File: config.mk
export PLATFORM = sky130hd
export DESIGN_NAME = seg_guard
export DESIGN_NICKNAME = d
export VERILOG_FILES = /design/src/rtl/seg_guard_pkg.sv /design/src/rtl/seg_guard_desc.sv /design/src/rtl/seg_guard_check.sv /design/src/rtl/seg_guard.sv
export SDC_FILE = /design/constraint.sdc
export NUM_CORES = 1
export LEC_CHECK = 0
export BUFFER_PORTS_ARGS = -buffer_cell sky130_fd_sc_hd__buf_2
export CORE_MARGIN = 5
export CORE_UTILIZATION = 30
export CTS_BUF_LIST = sky130_fd_sc_hd__clkbuf_4 sky130_fd_sc_hd__clkbuf_8
export DETAILED_ROUTE_END_ITERATION = 8
export GPL_TIMING_DRIVEN = 0
export SYNTH_ARGS = -nofsm -noshare
export SYNTH_HDL_FRONTEND = slang
export SYNTH_SLANG_ARGS = --single-unit
File: constraint.sdc
create_clock -name clk -period 7.9 [get_ports clk]
set_input_delay 0 -clock clk [delete_from_list [all_inputs] [get_ports clk]]
set_output_delay 0 -clock clk [all_outputs]
set_load 0.03 [all_outputs]
File: src/rtl/seg_guard_pkg.sv
package seg_guard_pkg;

  typedef enum logic [1:0] {
    ACC_READ  = 2'b00,
    ACC_WRITE = 2'b01,
    ACC_FETCH = 2'b10,
    ACC_RSVD  = 2'b11
  } acc_kind_e;

  typedef enum logic [1:0] {
    FLT_NONE  = 2'b00,
    FLT_RANGE = 2'b01,
    FLT_PERM  = 2'b10,
    FLT_PRIV  = 2'b11
  } fault_e;

  typedef enum logic [1:0] {
    FLD_BASE   = 2'b00,
    FLD_LIMIT  = 2'b01,
    FLD_RIGHTS = 2'b10,
    FLD_NONE   = 2'b11
  } cfg_field_e;

  localparam int RIGHTS_W = 3;
  localparam int RT_READ  = 0;
  localparam int RT_WRITE = 1;
  localparam int RT_EXEC  = 2;

endpackage

File: src/rtl/seg_guard_desc.sv
// Descriptor storage: one base, limit and rights register set per slot.
module seg_guard_desc
  import seg_guard_pkg::*;
#(
  parameter int ADDR_W = 32,
  parameter int SLOTS  = 4,
  localparam int SEL_W = $clog2(SLOTS),
  localparam int OFF_W = ADDR_W - SEL_W
) (
  input  logic                              clk,
  input  logic                              rst_n,
  input  logic                              cfg_we,
  input  logic                              cfg_priv,
  input  logic [SEL_W-1:0]                  cfg_slot,
  input  logic [1:0]                        cfg_field,
  input  logic [ADDR_W-1:0]                 cfg_wdata,
  output logic [SLOTS-1:0][ADDR_W-1:0]      base_o,
  output logic [SLOTS-1:0][OFF_W-1:0]       limit_o,
  output logic [SLOTS-1:0][RIGHTS_W-1:0]    rights_o,
  output logic                              reject_o
);

  logic accept;

  always_comb begin
    accept   = cfg_we & cfg_priv;
    reject_o = cfg_we & ~cfg_priv;
  end

  for (genvar g = 0; g < SLOTS; g++) begin : g_slot
    logic                 hit;
    logic                 base_en, limit_en, rights_en;
    logic [ADDR_W-1:0]    base_q;
    logic [OFF_W-1:0]     limit_q;
    logic [RIGHTS_W-1:0]  rights_q;

    // per-field clock enables
    always_comb begin
      hit       = accept && (cfg_slot == SEL_W'(g));
      base_en   = hit && (cfg_field == FLD_BASE);
      limit_en  = hit && (cfg_field == FLD_LIMIT);
      rights_en = hit && (cfg_field == FLD_RIGHTS);
    end

    always_ff @(posedge clk or negedge rst_n) begin
      if (!rst_n) begin
        base_q   <= '0;
        limit_q  <= '0;
        rights_q <= '0;
      end else begin
        if (base_en)   base_q   <= cfg_wdata;
        if (limit_en)  limit_q  <= cfg_wdata[OFF_W-1:0];
        if (rights_en) rights_q <= cfg_wdata[RIGHTS_W-1:0];
      end
    end

    assign base_o[g]   = base_q;
    assign limit_o[g]  = limit_q;
    assign rights_o[g] = rights_q;
  end

endmodule

File: src/rtl/seg_guard_check.sv
// Combinational lookup, relocation, range and rights evaluation.
module seg_guard_check
  import seg_guard_pkg::*;
#(
  parameter int ADDR_W = 32,
  parameter int SLOTS  = 4,
  localparam int SEL_W = $clog2(SLOTS),
  localparam int OFF_W = ADDR_W - SEL_W
) (
  input  logic                              acc_valid,
  input  logic [1:0]                        acc_kind,
  input  logic [ADDR_W-1:0]                 acc_addr,
  input  logic [SLOTS-1:0][ADDR_W-1:0]      base_i,
  input  logic [SLOTS-1:0][OFF_W-1:0]       limit_i,
  input  logic [SLOTS-1:0][RIGHTS_W-1:0]    rights_i,
  output logic                              grant_o,
  output logic [ADDR_W-1:0]                 phys_o,
  output logic [1:0]                        fault_o
);

  logic [SEL_W-1:0]    sel;
  logic [OFF_W-1:0]    off;
  logic [ADDR_W-1:0]   base_sel;
  logic [OFF_W-1:0]    limit_sel;
  logic [RIGHTS_W-1:0] rights_sel;
  logic                in_range;
  logic                allowed;

  always_comb begin
    sel        = acc_addr[ADDR_W-1 -: SEL_W];
    off        = acc_addr[OFF_W-1:0];
    base_sel   = base_i[sel];
    limit_sel  = limit_i[sel];
    rights_sel = rights_i[sel];
    in_range   = (off < limit_sel);
    phys_o     = base_sel + {{SEL_W{1'b0}}, off};

    case (acc_kind)
      ACC_READ:  allowed = rights_sel[RT_READ];
      ACC_WRITE: allowed = rights_sel[RT_WRITE];
      ACC_FETCH: allowed = rights_sel[RT_EXEC];
      default:   allowed = 1'b0;
    endcase

    grant_o = 1'b0;
    fault_o = FLT_NONE;
    if (acc_valid) begin
      if (!in_range)     fault_o = FLT_RANGE;
      else if (!allowed) fault_o = FLT_PERM;
      else               grant_o = 1'b1;
    end
  end

endmodule

File: src/rtl/seg_guard.sv
// Top: descriptor store, access evaluation and registered result.
module seg_guard
  import seg_guard_pkg::*;
#(
  parameter int ADDR_W = 32,
  parameter int SLOTS  = 4,
  localparam int SEL_W = $clog2(SLOTS),
  localparam int OFF_W = ADDR_W - SEL_W
) (
  input  logic              clk,
  input  logic              rst_n,
  input  logic              acc_valid,
  input  logic [1:0]        acc_kind,
  input  logic [ADDR_W-1:0] acc_addr,
  input  logic              cfg_we,
  input  logic              cfg_priv,
  input  logic [SEL_W-1:0]  cfg_slot,
  input  logic [1:0]        cfg_field,
  input  logic [ADDR_W-1:0] cfg_wdata,
  output logic              mem_valid,
  output logic [ADDR_W-1:0] mem_addr,
  output logic [1:0]        fault
);

  logic [SLOTS-1:0][ADDR_W-1:0]   base_w;
  logic [SLOTS-1:0][OFF_W-1:0]    limit_w;
  logic [SLOTS-1:0][RIGHTS_W-1:0] rights_w;
  logic                           reject_w;
  logic                           grant_w;
  logic [ADDR_W-1:0]              phys_w;
  logic [1:0]                     chk_fault_w;

  logic              valid_d, valid_q;
  logic [ADDR_W-1:0] addr_d, addr_q;
  logic [1:0]        fault_d, fault_q;

  seg_guard_desc #(.ADDR_W(ADDR_W), .SLOTS(SLOTS)) u_desc (
    .clk       (clk),
    .rst_n     (rst_n),
    .cfg_we    (cfg_we),
    .cfg_priv  (cfg_priv),
    .cfg_slot  (cfg_slot),
    .cfg_field (cfg_field),
    .cfg_wdata (cfg_wdata),
    .base_o    (base_w),
    .limit_o   (limit_w),
    .rights_o  (rights_w),
    .reject_o  (reject_w)
  );

  seg_guard_check #(.ADDR_W(ADDR_W), .SLOTS(SLOTS)) u_check (
    .acc_valid (acc_valid),
    .acc_kind  (acc_kind),
    .acc_addr  (acc_addr),
    .base_i    (base_w),
    .limit_i   (limit_w),
    .rights_i  (rights_w),
    .grant_o   (grant_w),
    .phys_o    (phys_w),
    .fault_o   (chk_fault_w)
  );

  // next-state: a rejected write outranks any access fault code
  always_comb begin
    valid_d = grant_w;
    addr_d  = grant_w ? phys_w : addr_q;
    fault_d = reject_w ? FLT_PRIV : chk_fault_w;
  end

  always_ff @(posedge clk or negedge rst_n) begin
    if (!rst_n) begin
      valid_q <= 1'b0;
      addr_q  <= '0;
      fault_q <= FLT_NONE;
    end else begin
      valid_q <= valid_d;
      addr_q  <= addr_d;
      fault_q <= fault_d;
    end
  end

  assign mem_valid = valid_q;
  assign mem_addr  = addr_q;
  assign fault     = fault_q;

endmodule

-- Word level (Yosys, flattened, before mapping)
Index checks and enable logic that the tools add are counted.
- register bits after elaboration: 295
- output and inout bits: 35
- word-level logic and storage cells: 61
- add/subtract/negate cells: 1
- order comparisons: 2
- equality and inequality tests: 7
- multiplexer cells: 14
- bitwise gates (word level): 3
- reduce and logical (&&, ||, !) cells: 19
- operators with widths (kind ; count):
    binary-select mux 32 bit (select 2 bit) ; 1
    binary-select mux 30 bit (select 2 bit) ; 1
    adder 32 x 30 -> 32 bit ; 1
    2-to-1 mux 32 bit ; 1
    less-than comparator 30 bit ; 1
    2-to-1 mux 30 bit ; 1
    logical AND 1 bit ; 16
    equality test 2 bit (second input constant) ; 4
    2-to-1 mux 2 bit ; 4
    binary-select mux 3 bit (select 2 bit) ; 1
    equality test 2 x 1 -> 1 bit (second input constant) ; 3
    zero test 2 bit ; 3
    less-than comparator 2 x 3 -> 1 bit (second input constant) ; 1
    2-to-1 mux 1 bit ; 3
    2-to-1 mux 3 bit ; 1
    case mux 1 bit (3 select lines) ; 1
    bitwise AND 1 bit ; 2
    NOT 1 bit ; 1

-- Logic depth before layout (Yosys ltp)
- word-level depth: 7
- depth in mapped cells: 15
- mapped depth without buffers: 11

-- By module
A second synthesis with hierarchy kept.
- cell total of the unflattened synthesis: 1073
- area total of the unflattened synthesis: 15187.1 um^2
- modules (own cells, without submodules) (module ; instances ; cells an instance ; area an instance (um^2) ; seq. area each (um^2)):
    seg_guard_desc ; 1 ; 568 ; 9718.1 ; 6506.2
    seg_guard_check ; 1 ; 432 ; 4036.4 ; 0.0
    seg_guard ; 1 ; 73 ; 1432.6 ; 875.8

-- Least setup slack after synthesis
OpenSTA, ideal clock, no wires.
- path type: input port to flip-flop
- start: in acc_addr[30]
- end: reg addr_q[16] (netlist: mem_addr[16])
- setup time: 0.120 ns
- data arrival time: 3.598 ns
- required time: 7.780 ns
- path slack: 4.182 ns
- stages: 13
- path buffers: 2
- path through: buf_2 buf_1 mux4_2 ha_1 fa_1 a211oi_2 nor4_1 o31ai_1 a21boi_1 o31a_1 o21a_1 or3_1 a31o_1
- word-level cells in the longest chain between the ends: 6
- elaborated cells between the ends (all ways): 12
- those cells by class: 1 x add/sub; 1 x order compare; 10 x mux
- RTL lines (what ; line ; source):
    start: declaration ; seg_guard.sv:14 ; input logic [ADDR_W-1:0] acc_addr,
    branches (longest 6 deep; another with less-than comparator 30 bit) ; n/a ;
    end signal: assignment ; seg_guard.sv:77 ; addr_q <= addr_d;
    end: declaration ; seg_guard.sv:34 ; logic [ADDR_W-1:0] addr_d, addr_q;
Several ways; the timed one is not identified. The select of a mux whose other input is x is not followed.
A chain may end at the register's enable or synchronous reset.

-- Worst setup path in the final report
- start: in acc_addr[31]
- end: reg addr_q[28] (netlist: mem_addr[28])
The elaborated chain is that of the path after synthesis.

==> metrics.md <==
| Metric | Value |
|---|---|
| PortBufs | `around 110` |
| DR DRC count | `0` |
| Post-synthesis mux area share | `roughly a third` |
| Met1 Wirelength | `17200 um` |
| Period minus WS final | `4.29 ns` |
| Layout cells sized above 1 | `42.4%` |
| WL/cell | `approximately 20 um` |
| Fillers | `about 4.7k` |
| H-tree depth | `2` |
| Clock Root Buffer | `clkbuf_8` |
| LEAKAGE | `8.11 nW` |
| Post-DP Area | `16300 um^2` |
| Pwr/cell area | `274 nW/um^2` |
| I/O pin count | `between 100 and 150` |
| Yosys warns | `0` |
| Worst-margin pin slew | `~1.3 ns` |
| Yosys reg bits | `around 300` |
| Hold_ws | `between 0.03 and 0.04 ns` |
| Initial antenna violation count | `12` |
| Most used DFF post-synth | `dfrtp_1` |
| Post-CTS resize count | `0` |
| Ys async rst share | `100%` |
| CP Launch Point | `acc_addr[31]` |
| Global placement routability congestion | `around 0.83` |
| First-pass GRT wire length | `around 61000 um` |
| Die span in x | `233 um` |
| Post-Route WL | `38800 um` |
| Post-synthesis sequential area ratio | `about half` |
| R2R depth | `11` |
| Area growth, synth to finish | `20.3%` |
| Max VDD drop | `122 uV` |
| Total CTS buffers | `between 40 and 50` |
| Reg2reg setup slack | `approximately 4.1 ns` |
| Crit share post-route | `a little over half` |
| Die area | `~54000 um^2` |
| Starting density of the core | `a little under a third` |
| RSZ-0062 raised after global routing | `false` |
| Post-synth EDFFs | `0` |
| Core Area | `49000 um^2` |
| Number of nets in the layout | `around 1.4k` |
| DRT iter0 DRCs | `around 570` |
| Slew HR | `between 10% and 20%` |
| Largest net degree at the start of global routing | `between 100 and 150` |
| Avg Cell Area, Syn | `approximately 14 um^2` |
| Critical path endpoint category | `register` |
| Final Max Slew Viols | `0` |
| Gr usage total | `14.4%` |
| Final hold violation count | `0` |
| Final setup viols | `0` |
| Antenna Nets Post-Route | `0` |
| Core Rows | `81` |
| Total Power | `4.90 mW` |
| Largest family of logic cells by synthesized area | `multiplexers` |
| Setup Crit Path Kind | `input pin to register` |
| HP Class | `input pin to async pin` |
| Die height | `about 230 um` |
| Max-cap violations | `0` |
| Gr ovfl total | `0` |
| Data required, critical path | `8.36 ns` |
| Postcts setup bufs | `0` |
| Reg-to-reg endpoint | `mem_addr[28]` |
| Outcome | `finished, final reports clean` |
| Post-synthesis simple-gate area fraction | `under 10%` |
| Max Used Layer | `met5` |
| Finished Cell Area | `approximately 18000 um^2` |
| Arrival time at the worst endpoint | `4.75 ns` |
| Reg2reg start | `u_desc.g_slot[3].base_q[8]` |
| Hold Buf Count CTS | `48` |
| Register area | `7380 um^2` |
| Vias in the first global route | `between 10k and 15k` |
| Worst Path Max Fanout | `10` |
| Insertion delay to the later sink of the worst-skew pair | `around 0.59 ns` |
| Multi-input gate area | `around 7100 um^2` |
| Element type at the critical path start | `input pin` |
| Cell variety after synth | `59` |
| Syn Std Cell Area | `~15000 um^2` |
| Post-synth net total | `1202` |
| Adder-cell area share of the yosys netlist | `slightly above 5%` |
| Met2 WL | `18600 um` |
| TritonCTS clock tree | `done` |
| DP Wirelength | `~28000 um` |
| Synth Area in XOR/XNOR | `1.35%` |
| Synth Area in Compound Gates | `between 6 and 7%` |
| Bufs on Longest Clock Path | `3` |
| Setup TNS | `0 ns` |
| Via Count | `between 9k and 10k` |
| Met3 wire length | `~2100 um` |
| Clk slew on worst S/H paths | `approximately 0.06 ns` |
| Clk sinks | `slightly below 300` |
| First-pass iteration count of the detailed router | `5` |
| Setup Skew | `between 0.02 and 0.025 ns` |
| Post-DR vias/cell | `around 5` |
| Gate Count Post-Synth | `approximately 1.1k` |
| F_max | `approximately 230 MHz` |
## critical path, cell delays in order
cell	delay [ns]
buf_2	0.11
clkbuf_1	0.53
clkbuf_1	0.59
clkbuf_1	0.66
mux4_2	0.45
ha_1	0.29
clkbuf_1	0.34
nand4_1	0.19
o221ai_1	0.25
a2111oi_0	0.11
a21oi_1	0.50
a21boi_0	0.23
xnor2_1	0.21
mux2_4	0.28
## placed cells by master, fill, tap and decap left out, types with 5 or more instances in the layout
cell and instances:
dfrtp_1 295, mux2_2 276, buf_2 113, mux4_2 65
clkbuf_8 64, ha_1 59, dlygate4sd3_1 48, inv_1 47
a21oi_1 42, nand2_1 31, buf_1 23, clkbuf_1 22
nor2_1 22, a21o_1 18, o21ai_0 17, xnor2_1 16
clkbuf_4 11, nand3_1 9, nand4_1 9, o21a_1 8
mux2_1 8, xor2_1 7, nand2b_1 6, o31ai_1 6
clkinv_2 6, diode_2 5, o21bai_1 5
## metrics by stage
step	cells	utilization, %	setup slack (ns)
CTS	1976	36.5	3.74
finish	1981	36.5	3.61
global placement	1840	33.2	1.31
detailed placement	1842	33.3	3.12
global route	1978	36.5	3.43
floorplan	1067	-	4.18
## power breakdown
group	total (mW)	switching [mW]	internal, mW
registers	2.02	0.166	1.85
clock network	1.47	0.626	0.843
logic	1.41	0.744	0.670
## state kept, by name, indices dropped and copies added, names as in the netlist
register / count
u_desc.g_slot.base_q: 128
u_desc.g_slot.limit_q: 120
mem_addr: 32
u_desc.g_slot.rights_q: 12
fault: 2
mem_valid: 1
## layer usage
layer,GRT usage [%],vias to the layer above
met5,0,-
met4,4.12,16
met3,3.42,79
met2,24.0,200
met1,18.8,4959
li1,-,4396
## final cells by class
class / count / area share, %
Multi-Input combinational cell: 671 / 39.5
Antenna cell: 5 / 0.0700
Tap cell: 664 / 4.65
Timing Repair Buffer: 159 / 6.10
Clock buffer: 75 / 5.39
Inverter: 47 / 0.987
Clock inverter: 11 / 0.644
Buffer: 54 / 1.34
Sequential cell: 295 / 41.3
## cells by family (layout without fill, tap and decap cells)
group                    count (synthesis)  in the layout
multiplexers                           353            353
flip-flops                             295            295
buffers and inverters                  101            346
adder cells (fa/ha/maj)                 60             60
other                                    0              5
XOR/XNOR                                23             23
AO/OA/AOI/OAI                          134            134
AND/OR/NAND/NOR                        101            101
## worst max path at each step
stage,endpoint,depth (start not counted)
floorplan,mem_addr[16],13
global placement,u_desc.g_slot[2].limit_q[6],1
detailed placement,mem_addr[28],14
CTS,mem_addr[29],15
global route,mem_addr[29],15
finish,mem_addr[28],14
## synth_stat cells (3+ instances only)
master	number	area share [%]
dfrtp_1	295	50
mux2_2	276	21
mux4_2	65	9.8
ha_1	59	5.0
inv_1	47	1.2
a21oi_1	42	1.4
nand2_1	31	0.78
buf_1	23	0.58
clkbuf_1	22	0.56
nor2_1	22	0.56
a21o_1	18	0.91
o21ai_0	17	0.57
xnor2_1	16	0.94
nand3_1	9	0.30
nand4_1	9	0.38
mux2_1	8	0.61
o21a_1	8	0.40
xor2_1	7	0.41
nand2b_1	6	0.25
o31ai_1	6	0.30
buf_2	5	0.17
o21bai_1	5	0.25
a21boi_0	4	0.20
o221ai_1	4	0.24
a211oi_1	3	0.15
and2_1	3	0.13
mux2_4	3	0.30
nand4b_1	3	0.18
nor2b_1	3	0.13
o211ai_1	3	0.15
or3_1	3	0.13
or4_1	3	0.15
Power figures use the tool's default switching activity.
